## config.mk

```make
export PLATFORM = sky130hd
export DESIGN_NAME = uart_dma_link
export DESIGN_NICKNAME = d
export VERILOG_FILES = /design/src/rtl/udl_pkg.sv /design/src/rtl/udl_tx_buf.sv /design/src/rtl/udl_tx_shift.sv /design/src/rtl/udl_rx.sv /design/src/rtl/uart_dma_link.sv
export SDC_FILE = /design/constraint.sdc
export NUM_CORES = 1
export LEC_CHECK = 0
export ABC_AREA = 1
export BUFFER_PORTS_ARGS = -buffer_cell sky130_fd_sc_hd__buf_4
export CAP_MARGIN = 0
export CORE_MARGIN = 2
export CORE_UTILIZATION = 46
export DETAILED_ROUTE_END_ITERATION = 8
export PLACE_DENSITY = 0.73
export SLEW_MARGIN = 20
export SYNTH_ARGS = -nofsm -noshare
export SYNTH_HDL_FRONTEND = slang
export SYNTH_SLANG_ARGS = --single-unit
```

## constraint.sdc

```tcl
create_clock -name clk -period 2.9 [get_ports clk]
set_clock_uncertainty 0.05 [all_clocks]
set_input_delay 0.435 -clock clk [delete_from_list [all_inputs] [get_ports clk]]
set_output_delay 0.435 -clock clk [all_outputs]
set_load 0.005 [all_outputs]
```

## src/rtl/udl_pkg.sv

```systemverilog
package udl_pkg;
  typedef enum logic [1:0] {TX_OFF, TX_PRE, TX_IDLE, TX_SEND} tx_state_e;
  typedef enum logic [1:0] {RX_IDLE, RX_START, RX_DATA, RX_STOP} rx_state_e;
endpackage

```

## src/rtl/udl_tx_buf.sv

```systemverilog
module udl_tx_buf #(
  parameter int DATA_W = 8
) (
  input  logic              clk,
  input  logic              rst_n,
  input  logic              wr,
  input  logic [DATA_W-1:0] wdata,
  input  logic              take,
  input  logic              tx_en,
  input  logic              dma_en,
  input  logic              dma_done,
  output logic [DATA_W-1:0] hold_data,
  output logic              hold_v,
  output logic              txe,
  output logic              dma_req
);
  logic hold_v_d;
  logic load_en;

  always_comb begin
    load_en  = wr && !hold_v;
    hold_v_d = hold_v;
    if (take)         hold_v_d = 1'b0;
    else if (load_en) hold_v_d = 1'b1;
  end

  always_ff @(posedge clk or negedge rst_n) begin
    if (!rst_n) hold_v <= 1'b0;
    else        hold_v <= hold_v_d;
  end

  always_ff @(posedge clk or negedge rst_n) begin
    if (!rst_n)       hold_data <= '0;
    else if (load_en) hold_data <= wdata;
  end

  assign txe     = !hold_v;
  assign dma_req = dma_en && tx_en && !hold_v && !dma_done;

  // an accepted write empties the flag on the next cycle
  a_r3_write_clears_txe: assert property (@(posedge clk) disable iff (!rst_n)
    (wr && txe && !take) |=> !txe);
  // a write into a full register changes nothing
  a_r3_full_write_ignored: assert property (@(posedge clk) disable iff (!rst_n)
    (wr && !txe) |=> $stable(hold_data));
  // the request falls right after the answering write
  a_r4_req_drops: assert property (@(posedge clk) disable iff (!rst_n)
    (wr && dma_req) |=> !dma_req);
endmodule

```

## src/rtl/udl_tx_shift.sv

```systemverilog
module udl_tx_shift
  import udl_pkg::*;
#(
  parameter int DATA_W = 8,
  parameter int DIV_W  = 16
) (
  input  logic              clk,
  input  logic              rst_n,
  input  logic              tx_en,
  input  logic [DIV_W-1:0]  div,
  input  logic              hold_v,
  input  logic [DATA_W-1:0] hold_data,
  input  logic              tc_clr,
  output logic              take,
  output logic              txd,
  output logic              tc
);
  localparam int FB = DATA_W + 2;
  localparam int BW = $clog2(FB);
  localparam logic [BW-1:0] LAST_BIT = BW'(FB - 1);

  tx_state_e        st, st_d;
  logic [DIV_W-1:0] cnt, cnt_d, reload;
  logic [BW-1:0]    bitn, bit_d;
  logic [FB-1:0]    sh, sh_d;
  logic             tc_d, frame_done, tick;

  always_comb begin
    reload     = div - DIV_W'(1);
    tick       = (cnt == '0);
    st_d       = st;
    cnt_d      = cnt;
    bit_d      = bitn;
    sh_d       = sh;
    take       = 1'b0;
    frame_done = 1'b0;
    if (!tx_en) begin
      st_d = TX_OFF;
    end else begin
      case (st)
        TX_OFF: begin
          st_d  = TX_PRE;
          cnt_d = reload;
          bit_d = '0;
        end
        TX_PRE: begin
          if (tick) begin
            cnt_d = reload;
            if (bitn == LAST_BIT) st_d = TX_IDLE;
            else                  bit_d = bitn + 1'b1;
          end else begin
            cnt_d = cnt - 1'b1;
          end
        end
        TX_IDLE: begin
          if (hold_v) begin
            take  = 1'b1;
            sh_d  = {1'b1, hold_data, 1'b0};
            st_d  = TX_SEND;
            cnt_d = reload;
            bit_d = '0;
          end
        end
        default: begin
          if (tick) begin
            cnt_d = reload;
            if (bitn == LAST_BIT) begin
              frame_done = 1'b1;
              if (hold_v) begin
                take  = 1'b1;
                sh_d  = {1'b1, hold_data, 1'b0};
                bit_d = '0;
              end else begin
                st_d = TX_IDLE;
              end
            end else begin
              sh_d  = {1'b1, sh[FB-1:1]};
              bit_d = bitn + 1'b1;
            end
          end else begin
            cnt_d = cnt - 1'b1;
          end
        end
      endcase
    end
    tc_d = tc;
    if (tc_clr)                     tc_d = 1'b0;
    else if (frame_done && !hold_v) tc_d = 1'b1;
  end

  always_ff @(posedge clk or negedge rst_n) begin
    if (!rst_n) begin
      st   <= TX_OFF;
      cnt  <= '0;
      bitn <= '0;
      sh   <= '1;
      tc   <= 1'b0;
    end else begin
      st   <= st_d;
      cnt  <= cnt_d;
      bitn <= bit_d;
      sh   <= sh_d;
      tc   <= tc_d;
    end
  end

  assign txd = (st == TX_SEND) ? sh[0] : 1'b1;

  // the completion flag holds until an explicit clear
  a_r6_tc_sticky: assert property (@(posedge clk) disable iff (!rst_n)
    (tc && !tc_clr) |=> tc);
  // a frame ending with a byte waiting never raises completion
  a_r5_tc_waits: assert property (@(posedge clk) disable iff (!rst_n)
    (frame_done && hold_v && !tc) |=> !tc);
  // the line is never driven low before the preamble has ended
  a_r1_preamble_high: assert property (@(posedge clk) disable iff (!rst_n)
    (st == TX_PRE) |=> (st != TX_SEND));
endmodule

```

## src/rtl/udl_rx.sv

```systemverilog
module udl_rx
  import udl_pkg::*;
#(
  parameter int DATA_W = 8,
  parameter int DIV_W  = 16
) (
  input  logic              clk,
  input  logic              rst_n,
  input  logic              rx_en,
  input  logic [DIV_W-1:0]  div,
  input  logic              rxd,
  input  logic              rd,
  input  logic              ovr_clr,
  input  logic              dma_en,
  input  logic              dma_done,
  output logic [DATA_W-1:0] rdata,
  output logic              rxne,
  output logic              ovr,
  output logic              dma_req
);
  localparam int RBW = $clog2(DATA_W);
  localparam logic [RBW-1:0] LAST_BIT = RBW'(DATA_W - 1);

  rx_state_e         st, st_d;
  logic [DIV_W-1:0]  cnt, cnt_d, reload;
  logic [RBW-1:0]    bitn, bit_d;
  logic [DATA_W-1:0] sh, sh_d;
  logic              s1, s2, s3;
  logic              fall, tick, deliver, accept;
  logic              rxne_d, ovr_d;

  always_comb begin
    reload  = div - DIV_W'(1);
    tick    = (cnt == '0);
    fall    = s3 && !s2;
    st_d    = st;
    cnt_d   = cnt;
    bit_d   = bitn;
    sh_d    = sh;
    deliver = 1'b0;
    if (!rx_en) begin
      st_d = RX_IDLE;
    end else begin
      case (st)
        RX_IDLE: begin
          if (fall) begin
            st_d  = RX_START;
            cnt_d = (div >> 1) - DIV_W'(1);
          end
        end
        RX_START: begin
          if (tick) begin
            if (!s2) begin
              st_d  = RX_DATA;
              cnt_d = reload;
              bit_d = '0;
            end else begin
              st_d = RX_IDLE;
            end
          end else begin
            cnt_d = cnt - 1'b1;
          end
        end
        RX_DATA: begin
          if (tick) begin
            sh_d  = {s2, sh[DATA_W-1:1]};
            cnt_d = reload;
            if (bitn == LAST_BIT) st_d = RX_STOP;
            else                  bit_d = bitn + 1'b1;
          end else begin
            cnt_d = cnt - 1'b1;
          end
        end
        default: begin
          if (tick) begin
            deliver = s2;
            st_d    = RX_IDLE;
          end else begin
            cnt_d = cnt - 1'b1;
          end
        end
      endcase
    end
    accept = deliver && !rxne;
    rxne_d = rxne;
    if (accept)  rxne_d = 1'b1;
    else if (rd) rxne_d = 1'b0;
    ovr_d = ovr;
    if (ovr_clr)              ovr_d = 1'b0;
    else if (deliver && rxne) ovr_d = 1'b1;
  end

  always_ff @(posedge clk or negedge rst_n) begin
    if (!rst_n) begin
      s1 <= 1'b1;
      s2 <= 1'b1;
      s3 <= 1'b1;
    end else begin
      s1 <= rxd;
      s2 <= s1;
      s3 <= s2;
    end
  end

  always_ff @(posedge clk or negedge rst_n) begin
    if (!rst_n) begin
      st   <= RX_IDLE;
      cnt  <= '0;
      bitn <= '0;
      sh   <= '0;
      rxne <= 1'b0;
      ovr  <= 1'b0;
    end else begin
      st   <= st_d;
      cnt  <= cnt_d;
      bitn <= bit_d;
      sh   <= sh_d;
      rxne <= rxne_d;
      ovr  <= ovr_d;
    end
  end

  always_ff @(posedge clk or negedge rst_n) begin
    if (!rst_n)      rdata <= '0;
    else if (accept) rdata <= sh;
  end

  assign dma_req = dma_en && rxne && !dma_done;

  // a read of a full register empties it on the next cycle
  a_r9_read_clears: assert property (@(posedge clk) disable iff (!rst_n)
    (rd && rxne) |=> !rxne);
  // an unread byte is never overwritten
  a_r10_keep_unread: assert property (@(posedge clk) disable iff (!rst_n)
    (rxne && !rd) |=> $stable(rdata));
  // the flag only rises at the end of a stop bit
  a_r8_rise_after_stop: assert property (@(posedge clk) disable iff (!rst_n)
    $rose(rxne) |-> ($past(st) == RX_STOP));
endmodule

```

## src/rtl/uart_dma_link.sv

```systemverilog
module uart_dma_link #(
  parameter int DATA_W = 8,
  parameter int DIV_W  = 16
) (
  input  logic              clk,
  input  logic              rst_n,
  input  logic [DIV_W-1:0]  baud_div,
  input  logic              tx_en,
  input  logic              rx_en,
  input  logic              tx_dma_en,
  input  logic              rx_dma_en,
  input  logic              tx_dma_done,
  input  logic              rx_dma_done,
  input  logic              tx_wr,
  input  logic [DATA_W-1:0] tx_wdata,
  input  logic              rx_rd,
  input  logic              tc_clr,
  input  logic              ovr_clr,
  output logic [DATA_W-1:0] rx_rdata,
  output logic              txe,
  output logic              tc,
  output logic              rxne,
  output logic              ovr,
  output logic              tx_dma_req,
  output logic              rx_dma_req,
  output logic              txd,
  input  logic              rxd
);
  logic [DATA_W-1:0] hold_data;
  logic              hold_v;
  logic              take;

  udl_tx_buf #(.DATA_W(DATA_W)) u_tx_buf (
    .clk(clk), .rst_n(rst_n), .wr(tx_wr), .wdata(tx_wdata), .take(take),
    .tx_en(tx_en), .dma_en(tx_dma_en), .dma_done(tx_dma_done),
    .hold_data(hold_data), .hold_v(hold_v), .txe(txe), .dma_req(tx_dma_req)
  );

  udl_tx_shift #(.DATA_W(DATA_W), .DIV_W(DIV_W)) u_tx_shift (
    .clk(clk), .rst_n(rst_n), .tx_en(tx_en), .div(baud_div),
    .hold_v(hold_v), .hold_data(hold_data), .tc_clr(tc_clr),
    .take(take), .txd(txd), .tc(tc)
  );

  udl_rx #(.DATA_W(DATA_W), .DIV_W(DIV_W)) u_rx (
    .clk(clk), .rst_n(rst_n), .rx_en(rx_en), .div(baud_div), .rxd(rxd),
    .rd(rx_rd), .ovr_clr(ovr_clr), .dma_en(rx_dma_en), .dma_done(rx_dma_done),
    .rdata(rx_rdata), .rxne(rxne), .ovr(ovr), .dma_req(rx_dma_req)
  );
endmodule

```

---- After elaboration in Yosys (flattened, before gate mapping) ----
Cells that the tools add are included.
storage, ports and cells
  bits in registers ....................... 84
  latch bits .............................. 0
  RAM bits ................................ 0
  ROM bits ................................ 0
  input bits .............................. 37
  word-level logic and storage cells ...... 150
  memories ................................ 0
cells by class
  add/subtract/negate cells ............... 6
  multipliers ............................. 0
  div/mod/pow operators ................... 0
  order comparisons ....................... 0
  equality and inequality tests ........... 28
  shift-type cells ........................ 0
  mux-type cells .......................... 61
  bitwise logic cells ..................... 1
  reduce and logical (&&, ||, !) cells .... 37
operator list
  kind                                                                  number
  16-bit 2-to-1 mux                                                     7
  16-bit one-hot mux with 3 select lines                                1
  16-bit by 1-bit subtractor with 16-bit output, second input constant  3
  16-bit logical NOT                                                    2
  16-bit one-hot mux with 2 select lines                                1
  10-bit 2-to-1 mux                                                     3
  2-bit 2-to-1 mux                                                      14
  1-bit 2-to-1 mux                                                      20
  4-bit 2-to-1 mux                                                      5
  10-bit one-hot mux with 2 select lines                                1
  3-bit by 2-bit != test with 1-bit output, second input constant       6
  15-bit by 1-bit subtractor with 16-bit output, second input constant  1
  3-bit 2-to-1 mux                                                      4
  2-bit one-hot mux with 3 select lines                                 2
  4-bit one-hot mux with 3 select lines                                 1
  6-bit AND reduction                                                   2
  2-bit nonzero test                                                    6
  1-bit logical AND                                                     10
  2-bit by 1-bit != test with 1-bit output, second input constant       4
  2-bit != test, second input constant                                  4
  4-bit by 1-bit != test with 1-bit output, second input constant       2
  4-bit AND reduction                                                   2
  2-bit equality test, second input constant                            3
  3-bit != test, second input constant                                  2
  19 further kinds                                                      27

---- Longest topological paths before layout ----
  depth in word-level cells ............... 8
  mapped depth ............................ 12
  depth with buffers taken out ............ 12

---- Cells and area by module ----
A second synthesis with hierarchy kept.
second synthesis, totals
  cells, all modules ...................... 1045
  area total of the unflattened synthesis .. 6779.0 um^2
modules (own cells, without submodules)
  module        times used  cells an instance  area an instance (um^2)  seq. area each (um^2)
  udl_rx        1           558                3528.4                   1054.8
  udl_tx_shift  1           447                2880.3                   838.3
  udl_tx_buf    1           40                 370.4                    225.2

---- Least setup slack after synthesis ----
No wires, ideal clock.
  path type ............................... register to register
  from .................................... register u_rx.st[0]
  to ...................................... register u_rx.cnt[7]
  arrival ................................. 1.699 ns
  slack ................................... 1.027 ns
  stages on the path, launching flop included .. 11
  buffers on the path ..................... 1
  path through ............................ dfrtp_1 -> inv_1 -> ha_1 -> or2_1 -> o21ai_1 -> nand3_1 -> nand2_2 -> inv_2 -> buf_2 -> nor2_1 -> a21oi_1
between the ends
  cells in the longest elaborated chain, start to end .. 3
RTL lines
  what                                                                          RTL line       text
  start, declared                                                               udl_rx.sv:24   rx_state_e st, st_d;
  start signal, assigned                                                        udl_rx.sv:114  st <= st_d;
  2-bit by 1-bit equality test with 1-bit output, or another cell as far along  udl_rx.sv:44   case (st)
  4-bit != test (no source line), or another cell as far along                  -
  4-bit AND reduction (no source line)                                          -
  end signal, assigned                                                          udl_rx.sv:115  cnt <= cnt_d;
  end, declared                                                                 udl_rx.sv:25   logic [DIV_W-1:0] cnt, cnt_d, reload;
Several ways; a longest one is shown, not always the timed one.
A chain may end at the register's enable or synchronous reset.

---- Final worst setup path ----
  from .................................... register u_rx.st[0]
  to ...................................... register u_rx.cnt[11]
Same word-level chain as after synthesis.

==> flow_summary.toml <==
[setup_path]
arrival_ps = 2710
required_ps = 3130
startpoint_type = "register"
critical_path_peak_fanout = 19
crit_type = "register to register"
rr_startpoint = "u_rx.st[0]"
cp-startpoint = "u_rx.st[0]"
endpoint_kind = "register"

[sta]
post-route-min-period_ps = 2480
maxSlewHeadroom = 0.376
fin_crit_sh = 0.856
setup_ws_ps = 418
slew_viol_final = 0
max_freq_ghz = 0.403
hold_viol = 0
finalSetupViolCount = 0
grt_setup_unrepaired = "no"
timing.hold.ws_ps = 20.0
worst_pin_slew_ps = 935
fin_tns_setup_ps = 0

[power]
clockPowerShare = 0.260
p_leak_nw = 3.31
power.total_mw = 4.25
p_sw_mw = 1.77
combPwrFrac = 0.371
p_sw_frac = 0.417
irDropWorstVdd_mv = 0.623
p_per_area_nw_per_um2 = 618
seqPwrFrac = 0.369
internal-power_mw = 2.48

[floorplan]
die_w_um = 119
dieHeight_um = 119
dieArea_um2 = 14100
core_area_um2 = 12700
floorplan.initialDensity = 0.476
rows = 41
ioPinCount = 52

[outcome]
outcome = "completed"

[finish]
final_layout_size_suffix_gt1_frac = 0.174
final_nets = 954
syn_to_final_growth_pct = 13.4
final_common_cell = "nand2_1"
diodes = 0
final_cell_mix = "239 x nand2_1, 98 x inv_1, 87 x nor2_1"
final_util = 0.540
stdcell_count = 1078
post-route-cell-area_um2 = 6860

[clock_tree]
cts_setup_buffers = 0
postCtsHoldBufs = 0
clk_pin_slew_ps = 70
numCtsBuffers = 9
clkSinkCount = 84
cts_root_buf = "clkbuf_16"
cts-htree-levels = 3
cts_buffer_depth = 2
ctsResizeCount = 0
cts_tree = "done"
clkLatencyLatePin_ps = 350

[synthesis]
yosys_register_bits = 84
synth_edf_count = 0
async_flop_share = 1.00
synth_area_um2 = 6050
synth_warnings = 0
yosys.area.top_type_share = 0.294
synthTopCellsByArea = "dfrtp_1 29%, nand2_1 15%, nand3_1 6.5%, inv_1 6.1%, dfstp_2 5.6%"
yosysSeqAreaShare = 0.350
synth.distinct_cells = 46
syn_avg_cell_area_um2 = 7.08
synthCells = 855
yosysTopAreaCell = "dfrtp_1"
mappedNetlistNets = 908
synth_ff_type = "dfrtp_1"

[global_route]
overflow = 0
grt_max_degree = 47
met2_usage = 0.347
grt_pass1_wl_mm = 25.5
met1_usage = 0.311
grt_usage = 0.223
antenna_found_initial = 0
top_usage_layer = "met2"
grt_pass1_vias = 5193
use_met3 = 0.0463

[placement]
dp_cells = 1062
pre_cts_ws_ps = 456
numPortBuffers = 51
placed_area_um2 = 6580
dpl.hpwl_mm = 11.4
gp_congestion = 0.961

[detailed_routing]
num_vias = 5601
antenna_left = 0
wl_per_cell_um = 14.0
drt_iter0_markers = 508
drc = 0
routed_wl_mm = 15.0
avgViaCountPerCell = 5.20
drt_pre_antenna_iters = 5

[run]
drv_cap = 0

[min_path]
worstHoldPathType = "input port to async pin"
-- power groups by stage --
| stage | logic [mW] | clock network [mW] | registers [mW] |
|---|---|---|---|
| 2_1_floorplan | 1.18 | 0 | 1.53 |
| 3_3_place_gp | 1.53 | 0 | 1.58 |
| 3_5_place_dp | 1.55 | 0 | 1.58 |
| 4_1_cts | 1.56 | 1.13 | 1.56 |
| 5_1_grt | 1.81 | 1.17 | 1.59 |
| 6_report | 1.58 | 1.10 | 1.57 |
-- final timing paths --
path / cells past startpoint / slack [ps] / to
setup / recovery: 10 / 420 / u_rx.cnt[11]
hold / removal: 1 / 20 / u_tx_shift.cnt[7]
setup reg to reg: 10 / 420 / u_rx.cnt[11]
hold reg to reg: 0 / 300 / u_rx.s2
max in group asynchronous: 2 / 2080 / u_tx_shift.sh[7]
min in group clk: 1 / 140 / u_rx.s1
-- per-layer routing --
metal | vias to the layer above | wire, µm
met5 | - | 0
met2 | 151 | 6950
li1 | 2848 | -
met4 | 0 | 245
met1 | 2580 | 7050
met3 | 22 | 790
-- state kept, by name (all words and copies together) (netlist names) --
name                count
u_rx.rxne               1
u_tx_shift.cnt         16
u_tx_shift.tc           1
u_rx.ovr                1
u_tx_shift.st           2
u_rx.s1                 1
u_tx_shift.bitn         4
u_tx_buf.hold_data      8
u_rx.rdata              8
u_rx.sh                 8
u_rx.s3                 1
u_rx.bitn               3
u_tx_shift.sh          10
u_tx_buf.hold_v         1
u_rx.cnt               16
u_rx.s2                 1
u_rx.st                 2
-- layout make-up --
| type | instances | area (µm²) |
|---|---|---|
| Inverter | 107 | 403 |
| Timing Repair Buffer | 54 | 418 |
| Multi-Input combinational cell | 645 | 3430 |
| Tap cell | 172 | 215 |
| Sequential cell | 84 | 2120 |
| Clock inverter | 7 | 58.8 |
| Fill cell | 1252 | 5860 |
| Clock buffer | 9 | 225 |
-- cell usage after synthesis (9+ instances only) --
master	count
nor2_1	87
o21ai_0	52
nand2_1	239
o21ai_1	17
xor2_1	20
nand3_1	78
nand4_1	9
nor2_2	13
ha_1	16
inv_1	98
dfrtp_1	71
mux2_2	12
dfstp_2	13
a21oi_1	31
-- cell families (layout without fill, tap and decap cells) --
| logic type | Yosys count | in the layout | share of synthesized area |
|---|---|---|---|
| muxes | 19 | 19 | 0.0397 |
| adders and majority gates | 16 | 16 | 0.0331 |
| buffers and inverters | 126 | 177 | 0.0837 |
| and+or+nand+nor | 460 | 460 | 0.340 |
| DFF | 84 | 84 | 0.350 |
| AOI/OAI and AO/OA | 128 | 128 | 0.122 |
| xor gates and xnor gates | 22 | 22 | 0.0318 |
-- worst max-delay path, stage by stage, from the launching register on --
cell     delay (ps)
dfrtp_1         440
inv_1           130
ha_1            480
inv_1           240
a21oi_1         220
nor2_1           70
nand2_2         290
inv_2           210
nand2_1         110
nand2_1          50
a21oi_1         110
Power figures use the tool's default switching activity.
